## src/rtl/fifo_trk_pkg.sv

```systemverilog
package fifo_trk_pkg;

  typedef enum logic [1:0] {
    TRK_IDLE   = 2'd0,
    TRK_FOLLOW = 2'd1,
    TRK_PASS   = 2'd2,
    TRK_FAIL   = 2'd3
  } trk_state_t;

  function automatic int unsigned cnt_width(input int unsigned depth);
    return $clog2(depth + 2);
  endfunction

endpackage

```

## src/rtl/fifo_trk_snap.sv

```systemverilog
module fifo_trk_snap #(
  parameter int unsigned DATA_W = 16
) (
  input  logic              clk,
  input  logic              rst_n,
  input  logic              capture,
  input  logic [DATA_W-1:0] wr_data,
  input  logic [DATA_W-1:0] rd_data,
  output logic [DATA_W-1:0] snap_q,
  output logic              same
);

  logic [DATA_W-1:0] diff;

  always_ff @(posedge clk) begin
    if (!rst_n) begin
      snap_q <= '0;
    end else if (capture) begin
      snap_q <= wr_data;
    end
  end

  for (genvar b = 0; b < DATA_W; b++) begin : g_bit
    assign diff[b] = snap_q[b] ^ rd_data[b];
  end

  assign same = (diff == '0);

endmodule

```

## src/rtl/fifo_trk_count.sv

```systemverilog
module fifo_trk_count #(
  parameter int unsigned OCC_W = 4,
  parameter int unsigned CNT_W = 4
) (
  input  logic             clk,
  input  logic             rst_n,
  input  logic             load,
  input  logic [OCC_W-1:0] occ,
  input  logic             rd_fire,
  input  logic             step,
  output logic [CNT_W-1:0] cnt_q,
  output logic             at_last
);

  logic [CNT_W-1:0] load_val;

  always_comb begin
    load_val = CNT_W'(occ) + CNT_W'(1);
    if (rd_fire) begin
      load_val = load_val - CNT_W'(1);
    end
  end

  always_ff @(posedge clk) begin
    if (!rst_n) begin
      cnt_q <= '0;
    end else if (load) begin
      cnt_q <= load_val;
    end else if (step && !at_last) begin
      cnt_q <= cnt_q - CNT_W'(1);
    end
  end

  assign at_last = (cnt_q == CNT_W'(1));

endmodule

```

## src/rtl/fifo_trk_ctrl.sv

```systemverilog
module fifo_trk_ctrl
  import fifo_trk_pkg::*;
(
  input  logic       clk,
  input  logic       rst_n,
  input  logic       arm_req,
  input  logic       rd_fire,
  input  logic       at_last,
  input  logic       same,
  output logic       capture,
  output logic       step,
  output trk_state_t state_q
);

  trk_state_t state_d;

  always_comb begin
    state_d = state_q;
    capture = 1'b0;
    step    = 1'b0;
    unique case (state_q)
      TRK_IDLE: begin
        if (arm_req) begin
          capture = 1'b1;
          state_d = TRK_FOLLOW;
        end
      end
      TRK_FOLLOW: begin
        if (rd_fire) begin
          step = 1'b1;
          if (at_last) begin
            state_d = same ? TRK_PASS : TRK_FAIL;
          end
        end
      end
      TRK_PASS: state_d = TRK_IDLE;
      TRK_FAIL: state_d = TRK_FAIL;
      default:  state_d = TRK_IDLE;
    endcase
  end

  always_ff @(posedge clk) begin
    if (!rst_n) begin
      state_q <= TRK_IDLE;
    end else begin
      state_q <= state_d;
    end
  end

endmodule

```

## src/rtl/fifo_order_tracker.sv

```systemverilog
module fifo_order_tracker
  import fifo_trk_pkg::*;
#(
  parameter int unsigned DATA_W = 16,
  parameter int unsigned DEPTH  = 8,
  parameter int unsigned OCC_W  = $clog2(DEPTH + 1)
) (
  input  logic              clk,
  input  logic              rst_n,
  input  logic              trig_i,
  input  logic              push_valid_i,
  input  logic              push_ready_i,
  input  logic [DATA_W-1:0] push_data_i,
  input  logic              pop_valid_i,
  input  logic              pop_ready_i,
  input  logic [DATA_W-1:0] pop_data_i,
  input  logic [OCC_W-1:0]  occupancy_i,
  output logic              pass_o,
  output logic              fail_o,
  output logic              busy_o
);

  localparam int unsigned CNT_W = cnt_width(DEPTH);

  logic              wr_fire;
  logic              rd_fire;
  logic              arm_req;
  logic              capture;
  logic              step;
  logic              at_last;
  logic              same;
  logic [CNT_W-1:0]  cnt_q;
  logic [DATA_W-1:0] snap_q;
  trk_state_t        state_q;

  assign wr_fire = push_valid_i & push_ready_i;
  assign rd_fire = pop_valid_i & pop_ready_i;
  assign arm_req = trig_i & wr_fire;

  fifo_trk_ctrl u_ctrl (
    .clk     (clk),
    .rst_n   (rst_n),
    .arm_req (arm_req),
    .rd_fire (rd_fire),
    .at_last (at_last),
    .same    (same),
    .capture (capture),
    .step    (step),
    .state_q (state_q)
  );

  fifo_trk_snap #(.DATA_W(DATA_W)) u_snap (
    .clk     (clk),
    .rst_n   (rst_n),
    .capture (capture),
    .wr_data (push_data_i),
    .rd_data (pop_data_i),
    .snap_q  (snap_q),
    .same    (same)
  );

  fifo_trk_count #(.OCC_W(OCC_W), .CNT_W(CNT_W)) u_count (
    .clk     (clk),
    .rst_n   (rst_n),
    .load    (capture),
    .occ     (occupancy_i),
    .rd_fire (rd_fire),
    .step    (step),
    .cnt_q   (cnt_q),
    .at_last (at_last)
  );

  assign busy_o = (state_q == TRK_FOLLOW);
  assign pass_o = (state_q == TRK_PASS);
  assign fail_o = (state_q == TRK_FAIL);

endmodule

```

## config.mk

```make
export PLATFORM = sky130hd
export DESIGN_NAME = fifo_order_tracker
export DESIGN_NICKNAME = d
export VERILOG_FILES = /design/src/rtl/fifo_trk_pkg.sv /design/src/rtl/fifo_trk_snap.sv /design/src/rtl/fifo_trk_count.sv /design/src/rtl/fifo_trk_ctrl.sv /design/src/rtl/fifo_order_tracker.sv
export SDC_FILE = /design/constraint.sdc
export NUM_CORES = 1
export LEC_CHECK = 0
export BUFFER_PORTS_ARGS = -buffer_cell sky130_fd_sc_hd__buf_2
export CORE_UTILIZATION = 44
export DETAILED_ROUTE_END_ITERATION = 16
export GPL_TIMING_DRIVEN = 0
export PLACE_DENSITY = 0.83
export SLEW_MARGIN = 30
export SYNTH_ARGS = -nofsm -noshare
export SYNTH_HDL_FRONTEND = slang
export SYNTH_HIERARCHICAL = 1
export SYNTH_SLANG_ARGS = --single-unit
```

## constraint.sdc

```tcl
create_clock -name clk -period 1.5 [get_ports clk]
set_input_delay 0.075 -clock clk [delete_from_list [all_inputs] [get_ports clk]]
set_output_delay 0.075 -clock clk [all_outputs]
set_load 0.02 [all_outputs]
```

==> results.json <==
{
  "status": "complete, but fails checks",
  "violations": "setup timing",
  "syn_nets": 175,
  "wl_met3_um": 137,
  "ant_nets": 0,
  "grt_antenna_before_repair": 0,
  "overflow": 0,
  "top_layer": "met3",
  "setup_violations": 3,
  "final_cell_mix": "45 x buf_2, 20 x nor2b_1, 18 x xnor2_1, 18 x dfxtp_1, 16 x mux2i_1",
  "drive_gt1_frac": 0.415,
  "hpwl_um": 2000,
  "placedCellCount": 205,
  "syn_inst": 129,
  "reg2reg_to": "u_count/cnt_q[0]$_SDFFE_PN0P_",
  "diodes": 0,
  "fin_cells": 214,
  "wl_um": 2620,
  "powerDensity_mw_per_mm2": 682,
  "critPathRequiredTime_ps": 1680,
  "yosysWarningCount": 6,
  "hold_path.class": "in2reg",
  "worstMarginPinSlew_ps": 336,
  "arrival_ps": 1770,
  "final_common_cell": "buf_2",
  "avgSynthCellArea_um2": 9.78,
  "ys_types": 36,
  "post-route-drc-count": 0,
  "worstSetupEndpoint": "u_count/cnt_q[0]$_SDFFE_PN0P_",
  "startpoint_type": "register",
  "ios": 46,
  "globalplace.congestion": 0.807,
  "avgViaCountPerCell": 4.97,
  "p_leak_nw": 0.691,
  "grt_pass1_wl_um": 4240,
  "r2r_setup_slack_ps": -90,
  "route.met2.wl_um": 1390,
  "min_period_over_period": 1.06,
  "synthesis.area_mm2": 0.00126,
  "clk_latency_ps": 290,
  "dr_total_vias": 1064,
  "core_area_mm2": 0.00273,
  "nets": 231,
  "multi_input_area_um2": 802,
  "cp-end-kind": "register",
  "cts-htree-levels": 1,
  "finalHoldViolCount": 0,
  "root_buffer": "clkbuf_4",
  "fill_cells": 241,
  "ys_ff_latch": 22,
  "period_minus_slack_ps": 1590,
  "maxSlewHeadroom": 0.776,
  "port_buffers": 45,
  "start_util": 0.461,
  "wl_met1_um": 1090,
  "finClkSkew_ps": 0.917,
  "grt_max_degree": 14,
  "ys_seq_area_frac": 0.349,
  "drv_cap": 0,
  "peakVddDrop_mv": 0.434,
  "clock_path_buffers": 2,
  "cts-hold-fix-buffers": 0,
  "grt_use_total": 0.168,
  "grt_pass1_vias": 1046,
  "worstSetupStartpoint": "u_count/cnt_q[1]$_SDFFE_PN0P_",
  "r2r-start": "u_count/cnt_q[1]$_SDFFE_PN0P_",
  "die_w_um": 55.5,
  "cts_sinks": 22,
  "rsz0062_at_grt": "yes",
  "power.total_mw": 1.12,
  "r2r_cells": 5,
  "timing.fmax_ghz": 0.630,
  "cts-buffers-inserted": 3,
  "route.detailed.wl_per_inst_um": 12.2,
  "crit_type": "reg2reg",
  "fin_ws_ps": -88.5,
  "dieHeight_um": 55.5,
  "cts_tree": "built",
  "clk_pin_slew_ps": 110,
  "cp_max_fo": 5,
  "die-area_mm2": 0.00308,
  "drt-initial-drc-count": 18,
  "drv_slew": 0,
  "rows": 19,
  "regArea_um2": 453,
  "synthToLayoutAreaGrowth_pct": 29.8,
  "drt-pass1-iter-count": 3
}
## worst min-delay path by stage
stage                         startpoint                              to  slack (ps)  depth (start not counted)
after floorplan                    rst_n  u_ctrl/state_q[1]$_SDFFE_PN0P_         190                          2
after global placement    push_data_i[2]   u_snap/snap_q[2]$_SDFFE_PN0P_         340                          3
after detailed placement  push_data_i[0]   u_snap/snap_q[0]$_SDFFE_PN0P_         350                          3
after CTS                 push_data_i[0]   u_snap/snap_q[0]$_SDFFE_PN0P_          30                          3
after global routing      push_data_i[0]   u_snap/snap_q[0]$_SDFFE_PN0P_          30                          3
final                     push_data_i[0]   u_snap/snap_q[0]$_SDFFE_PN0P_          40                          3
## metal layers
layer / up-vias / global-route usage
li1: 553 / -
met1: 479 / 0.185
met2: 32 / 0.334
met3: 0 / 0.0351
met4: 0 / 0.0214
met5: - / 0
## registers in the layout (all words and copies together) (netlist names)
name and flops:
u_ctrl/state_q 2, u_snap/snap_q 16, u_count/cnt_q 4
## synthesized netlist by cell type (all sizes together)
master,n,area share
or2,1,0.0050
a31oi,1,0.0050
nor3,3,0.012
nand4,4,0.020
o211a,1,0.0079
nand2,5,0.015
buf,2,0.021
a211o,2,0.014
o2111a,1,0.0089
or3b,1,0.0069
o311a,1,0.0079
nand3,3,0.012
or4b,1,0.0079
xor2,2,0.014
nand4b,1,0.0069
and3b,1,0.0069
clkbuf,2,0.0069
mux2i,16,0.13
o221a,1,0.0089
and3,3,0.016
nor2b,20,0.099
xnor2,18,0.12
or2b,1,0.0069
and2,2,0.011
dfxtp,22,0.35
ha,3,0.030
nor4,1,0.0099
inv,4,0.012
a21oi,3,0.012
nor2,1,0.0030
and2b,2,0.013
## per-stage QoR
step | TNS [ps] | area (µm²) | setup WS [ps] | util | hold slack [ps]
after detailed placement | -197 | 1540 | -100 | 0.562 | 345
after global placement | -120 | 1540 | -77.6 | 0.562 | 337
after global routing | -334 | 1640 | -121 | 0.599 | 33.1
final | -163 | 1640 | -88.5 | 0.599 | 38.8
after floorplan | -25.4 | 1270 | -19.0 | - | 194
after CTS | -135 | 1590 | -84.6 | 0.583 | 32.5
## critical path: stages, from the launching register on
cell	delay, ps
dfxtp_2	350
inv_2	70
ha_4	140
or3b_4	410
and3_2	220
o311a_1	290
## report_power, final
group	total (mW)	internal, mW	switching, mW
Clock	0.251	0.0932	0.158
Combinational	0.240	0.139	0.101
Sequential	0.625	0.605	0.0202
Total	1.12	0.837	0.279
## logic make-up (layout without fill, tap and decap cells)
| logic type | after synthesis | count (layout) | share of synthesized area |
|---|---|---|---|
| simple gates | 50 | 50 | 0.251 |
| flops | 22 | 22 | 0.349 |
| xor+xnor | 20 | 20 | 0.139 |
| mux | 16 | 16 | 0.127 |
| compound gates | 10 | 10 | 0.0645 |
| buf+inv | 8 | 62 | 0.0397 |
| fa+ha+maj | 3 | 3 | 0.0298 |
## cell type report
cell class | count | area share
Clock buffer | 3 | 0.0138
Buffer | 4 | 0.0214
Sequential cell | 22 | 0.277
Timing Repair Buffer | 51 | 0.165
Inverter | 4 | 0.00917
Multi-Input combinational cell | 99 | 0.490
Tap cell | 31 | 0.0237
## what timing repair did
action / 4_1_cts / 5_1_grt
gates cloned: 0 / 0
endpoints found under the hold margin: 0 / 0
resized for setup: 7 / 5
pin swaps: 0 / 2
setup buffers: 2 / 4
endpoints found under the setup margin: 4 / 4
No activity file was read; power rests on OpenSTA's default activity.
